<file path="config.mk">
export PLATFORM = sky130hd
export DESIGN_NAME = thread_alloc_arb
export DESIGN_NICKNAME = d
export VERILOG_FILES = /design/src/rtl/alloc_arb_pkg.sv /design/src/rtl/thread_mode_fsm.sv /design/src/rtl/partition_limits.sv /design/src/rtl/alloc_pick.sv /design/src/rtl/thread_alloc_arb.sv
export SDC_FILE = /design/constraint.sdc
export NUM_CORES = 1
export LEC_CHECK = 0
export BUFFER_PORTS_ARGS = -buffer_cell sky130_fd_sc_hd__buf_2
export CORE_AREA = 2 2 39 41
export DETAILED_ROUTE_END_ITERATION = 7
export DIE_AREA = 0 0 41 43
export GPL_TIMING_DRIVEN = 0
export PLACE_DENSITY = 0.6
export RECOVER_POWER = 25
export SETUP_SLACK_MARGIN = 0.4
export SLEW_MARGIN = 20
export SYNTH_ARGS = -nofsm -noshare
export SYNTH_HDL_FRONTEND = slang
export SYNTH_SLANG_ARGS = --single-unit
</file>
<file path="constraint.sdc">
create_clock -name clk -period 3.2 [get_ports clk]
set_clock_uncertainty 0.05 [all_clocks]
set_input_delay 0.32 -clock clk [delete_from_list [all_inputs] [get_ports clk]]
set_output_delay 0.32 -clock clk [all_outputs]
set_load 0.005 [all_outputs]
</file>
<file path="src/rtl/alloc_arb_pkg.sv">
package alloc_arb_pkg;

  typedef enum logic [1:0] {
    MODE_MT  = 2'd0,
    MODE_ST0 = 2'd1,
    MODE_ST1 = 2'd2,
    MODE_LOW = 2'd3
  } thr_mode_e;

  // Awake-thread set for a mode: bit t set when thread t runs.
  function automatic logic [1:0] mode_awake(thr_mode_e m);
    case (m)
      MODE_MT:  return 2'b11;
      MODE_ST0: return 2'b01;
      MODE_ST1: return 2'b10;
      default:  return 2'b00;
    endcase
  endfunction

  function automatic thr_mode_e awake_mode(logic [1:0] a);
    case (a)
      2'b11:   return MODE_MT;
      2'b01:   return MODE_ST0;
      2'b10:   return MODE_ST1;
      default: return MODE_LOW;
    endcase
  endfunction

endpackage

</file>
<file path="src/rtl/thread_mode_fsm.sv">
module thread_mode_fsm
  import alloc_arb_pkg::*;
(
  input  logic       clk,
  input  logic       rst_n,
  input  logic [1:0] halt,
  input  logic [1:0] intr,
  output thr_mode_e  mode_q,
  output logic [1:0] awake
);

  logic [1:0] awake_d;
  thr_mode_e  mode_d;
  logic       mode_en;

  always_comb begin
    awake   = mode_awake(mode_q);
    // An interrupt wins over a halt aimed at the same thread.
    awake_d = (awake & ~halt) | intr;
    mode_d  = awake_mode(awake_d);
    mode_en = (mode_d != mode_q);
  end

  always_ff @(posedge clk or negedge rst_n) begin
    if (!rst_n) begin
      mode_q <= MODE_MT;
    end else if (mode_en) begin
      mode_q <= mode_d;
    end
  end

endmodule

</file>
<file path="src/rtl/partition_limits.sv">
module partition_limits #(
  parameter int ENTRIES = 32,
  parameter int CNT_W   = $clog2(ENTRIES + 1)
) (
  input  logic [1:0]            awake,
  output logic [1:0][CNT_W-1:0] limit
);

  localparam logic [CNT_W-1:0] LIM_ALL  = CNT_W'(ENTRIES);
  localparam logic [CNT_W-1:0] LIM_HALF = CNT_W'(ENTRIES / 2);

  logic both_awake;
  assign both_awake = &awake;

  for (genvar t = 0; t < 2; t++) begin : g_lim
    always_comb begin
      if (!awake[t])       limit[t] = '0;
      else if (both_awake) limit[t] = LIM_HALF;
      else                 limit[t] = LIM_ALL;
    end
  end

endmodule

</file>
<file path="src/rtl/alloc_pick.sv">
module alloc_pick (
  input  logic       clk,
  input  logic       rst_n,
  input  logic [1:0] elig,
  input  logic       park,
  output logic [1:0] grant
);

  logic turn_q;
  logic turn_d;
  logic turn_en;

  always_comb begin
    if (&elig) grant = turn_q ? 2'b10 : 2'b01;
    else       grant = elig;
  end

  always_comb begin
    turn_en = park | (|grant);
    if (park)          turn_d = 1'b0;
    else if (grant[0]) turn_d = 1'b1;
    else               turn_d = 1'b0;
  end

  always_ff @(posedge clk or negedge rst_n) begin
    if (!rst_n) begin
      turn_q <= 1'b0;
    end else if (turn_en) begin
      turn_q <= turn_d;
    end
  end

endmodule

</file>
<file path="src/rtl/thread_alloc_arb.sv">
module thread_alloc_arb
  import alloc_arb_pkg::*;
#(
  parameter int ENTRIES = 32,
  parameter int CNT_W   = $clog2(ENTRIES + 1)
) (
  input  logic             clk,
  input  logic             rst_n,
  input  logic [1:0]       q_empty,
  input  logic [CNT_W-1:0] occ0,
  input  logic [CNT_W-1:0] occ1,
  input  logic [1:0]       halt,
  input  logic [1:0]       intr,
  output logic [1:0]       grant,
  output logic [1:0]       mode,
  output logic [CNT_W-1:0] limit0,
  output logic [CNT_W-1:0] limit1
);

  thr_mode_e             mode_q;
  logic [1:0]            awake;
  logic [1:0][CNT_W-1:0] limit;
  logic [1:0][CNT_W-1:0] occ;
  logic [1:0]            elig;

  assign occ = {occ1, occ0};

  thread_mode_fsm u_mode (
    .clk    (clk),
    .rst_n  (rst_n),
    .halt   (halt),
    .intr   (intr),
    .mode_q (mode_q),
    .awake  (awake)
  );

  partition_limits #(.ENTRIES(ENTRIES), .CNT_W(CNT_W)) u_lim (
    .awake (awake),
    .limit (limit)
  );

  for (genvar t = 0; t < 2; t++) begin : g_elig
    assign elig[t] = !q_empty[t] && awake[t] && (occ[t] < limit[t]);
  end

  alloc_pick u_pick (
    .clk   (clk),
    .rst_n (rst_n),
    .elig  (elig),
    .park  (mode_q == MODE_LOW),
    .grant (grant)
  );

  assign mode   = mode_q;
  assign limit0 = limit[0];
  assign limit1 = limit[1];

endmodule

</file>
==> reports/qor.log <==
INFO  flow_run       drv_cap=0
INFO  power_and_ir_drop p_int=0.117mW
INFO  logic_synthesis synth.yosys.seq_area_share=27.4%
INFO  finish         most-common-layout-cells=buf_2 (18), buf_4 (9), conb_1 (8)
INFO  timing         fin_hold_ws=187ps
INFO  clock_network  cts_buffers=3
INFO  critical_path  critical_path_required=2830ps
INFO  clock_network  clk_pin_slew_worst_paths=30ps
INFO  finish         layout_commonest_cell=buf_2
INFO  timing         setup_ws=996ps
INFO  die            boundaryPins=36
INFO  die            floorplan.die.width=41um
INFO  place          place_ws=1210ps
INFO  grt            grt_overflow_total=0
INFO  die            fp.dieH=43um
INFO  detailed_routing drc=0
INFO  detailed_routing antenna_violating_nets_post_route=0
INFO  logic_synthesis synth_warnings=0
INFO  critical_path  end_kind=output pin
INFO  critical_path  delay_of_the_slowest_cell_on_the_worst_path=460ps
INFO  power_and_ir_drop total_power=0.160mW
INFO  logic_synthesis post_synth_inst_count=34
INFO  detailed_routing vias_per_cell=3.81
INFO  grt            grt_first_pass_wirelength=931um
INFO  power_and_ir_drop worst_ir_drop_vdd=0.192mV
INFO  critical_path  crit_chain=or2b_2 -> ha_1 -> nor3_1 -> nand2_1 -> o211a_1 -> buf_2
INFO  logic_synthesis synth.distinct_cells=16
INFO  clock_network  cts.sink_count=3
INFO  die            coreArea=1380squm
INFO  die            rows=14
INFO  timing         timing_max_transition_violations_final=0
INFO  power_and_ir_drop share_clk_of_total_power=40.3%
INFO  place          routabilityCongestion=0.592
INFO  timing         post-route-min-period=2200ps
INFO  critical_path  crit_arrival=1830ps
INFO  critical_path  worstPathMaxFanout=8
INFO  clock_network  cts_max_level=1
INFO  logic_synthesis synth_seq_cells=3
INFO  detailed_routing drt-wirelength-per-cell=7.91um
INFO  timing         timing.setup.tns=0ps
INFO  die            die_footprint=1760squm
INFO  critical_path  crit_path_top_delay_cell=dfrtp_1
INFO  timing         final_min_period_over_clock_period=68.9%
INFO  critical_path  worst-r2r-setup-slack=1530ps
INFO  place          port_buffers=19
INFO  power_and_ir_drop power.density_cell_area=355nW/um^2
INFO  detailed_routing drt-initial-drc-count=4
INFO  clock_network  post-cts-setup-buffers=0
INFO  clock_network  clock_tree.buffer_depth=2
INFO  logic_synthesis synth_area_per_cell=8.06squm
INFO  timing         hold_viol_final=0
INFO  clock_network  clockRootBuffer=clkbuf_4
INFO  detailed_routing routed_wirelength=641um
INFO  timing         setup_repair_after_global_routing_missed_its_margin=false
INFO  grt            grt_usage=7.85%
INFO  grt            largest_net_degree_at_the_start_of_global_routing=9
INFO  finish         n_fill_cell=156
INFO  grt            antenna_found_initial=0
INFO  timing         fmax=454MHz
INFO  detailed_routing drt_pass1_iterations=2
INFO  clock_network  post_cts_resized=0
INFO  critical_path  crit_path_start_kind=flip-flop
INFO  power_and_ir_drop static-leakage-power=0.284nW
INFO  power_and_ir_drop sw_frac_of_total=27.0%
INFO  clock_network  cts_tree=done
INFO  finish         syn_to_final_growth=64.4%
INFO  finish         finalCoreUtilization=32.5%
INFO  finish         nNetsFinal=88
INFO  power_and_ir_drop share_comb_of_total_power=28.4%
INFO  finish         antenna_cells=0
INFO  logic_synthesis post_synth_instance_area=274squm
INFO  clock_network  clock_latency_of_the_later_clocked_register_in_the_worst_skew_pair=230ps
INFO  critical_path  worst-setup-path-type=reg -> out
INFO  die            start_util=19.8%
INFO  detailed_routing num_vias=309
INFO  power_and_ir_drop switchingPower=0.0432mW
INFO  timing         number_of_setup_violations_in_the_final_report=0
INFO  outcome        result_of_the_run=complete, no violations
INFO  min_path       min-delay-path-class=in -> reg
INFO  finish         drive_above_1_share=49.2%
INFO  grt            vias_in_the_first_global_route=264
INFO  power_and_ir_drop seq_power_share=31.3%
-- synth_stat cells --
cell      n  area [sq um]
a21oi_1   1          5.00
nor2_1    6          22.5
inv_1     2          7.51
ha_1      2          25.0
nand2_1   1          3.75
or2b_1    1          7.51
nor3_1    2          10.0
dfrtp_1   3          75.1
o211a_1   1          10.0
o21ai_0   1          5.00
or2b_2    1          8.76
a211oi_1  1          7.51
o21ai_2   1          8.76
conb_1    1          3.75
and3_1    1          6.26
buf_4     9          67.6
-- logic make-up (layout without fill, tap and decap cells) --
| logic type | count (synthesis) | in the layout | share of synthesized area [%] |
|---|---|---|---|
| other | 1 | 8 | 1.37 |
| DFF | 3 | 3 | 27.4 |
| and+or+nand+nor | 12 | 12 | 21.5 |
| AOI/OAI and AO/OA | 5 | 5 | 13.2 |
| adders and majority gates | 2 | 2 | 9.13 |
| buffers and inverters | 11 | 35 | 27.4 |
-- what timing repair did --
action                                  4_1_cts  5_1_grt
endpoints found under the setup margin        0        0
hold endpoints to repair                      3        0
hold buffers                                  1        0
-- worst max-delay path, delay by kind of cell, from the launching register on --
| family | cells | cell delay (ps) |
|---|---|---|
| flops | 1 | 460 |
| fa+ha+maj | 1 | 180 |
| compound gates | 1 | 210 |
| simple gates | 3 | 640 |
| buf+inv | 1 | 120 |
-- sequential cells by signal, indices dropped and copies added (netlist names) --
name	count
u_mode.mode_q	2
u_pick.turn_q	1
-- layout make-up --
cell class                 count  area [sq um]  area share, %
buffer                         9          67.6           15.0
clock buffer                   4          26.3           5.83
inverter                       2          7.51           1.67
timing repair buffer          20           104           23.1
sequential                     3          75.1           16.7
multi-input combinational     27           150           33.3
tap                           16          20.0           4.44
-- stage by stage --
step | instance area, sq um | cells
floorplan | 300 | 41
global placement | 415 | 76
detailed placement | 415 | 76
CTS | 452 | 81
global route | 450 | 81
finish | 450 | 81
-- power groups by stage --
stage,Sequential (mW),Combinational (mW),Clock [mW]
after global placement,0.0501,0.0439,0
after global routing,0.0509,0.0529,0.0728
final,0.0500,0.0454,0.0644
after floorplan,0.0489,0.0278,0
after detailed placement,0.0507,0.0449,0
after CTS,0.0502,0.0460,0.0683
-- routing by layer --
| metal | part of all wire [%] | global-route usage [%] |
|---|---|---|
| met3 | 12 | 4.71 |
| met1 | 38 | 6.82 |
| met2 | 50 | 14.1 |
| met4 | 0 | 2.00 |
| met5 | 0 | 0 |
-- path summary, 6_finish.rpt --
check                                       from          endpoint  depth (start not counted)
worst max-delay path            u_mode.mode_q[1]          grant[1]                          6
worst min-delay path                     intr[0]  u_mode.mode_q[1]                          2
worst max register to register  u_mode.mode_q[1]     u_pick.turn_q                          5
worst min register to register  u_mode.mode_q[0]     u_pick.turn_q                          1
max in group asynchronous                  rst_n  u_mode.mode_q[1]                          2
min in group asynchronous                  rst_n     u_pick.turn_q                          2
(Power assumes the default switching activity.)
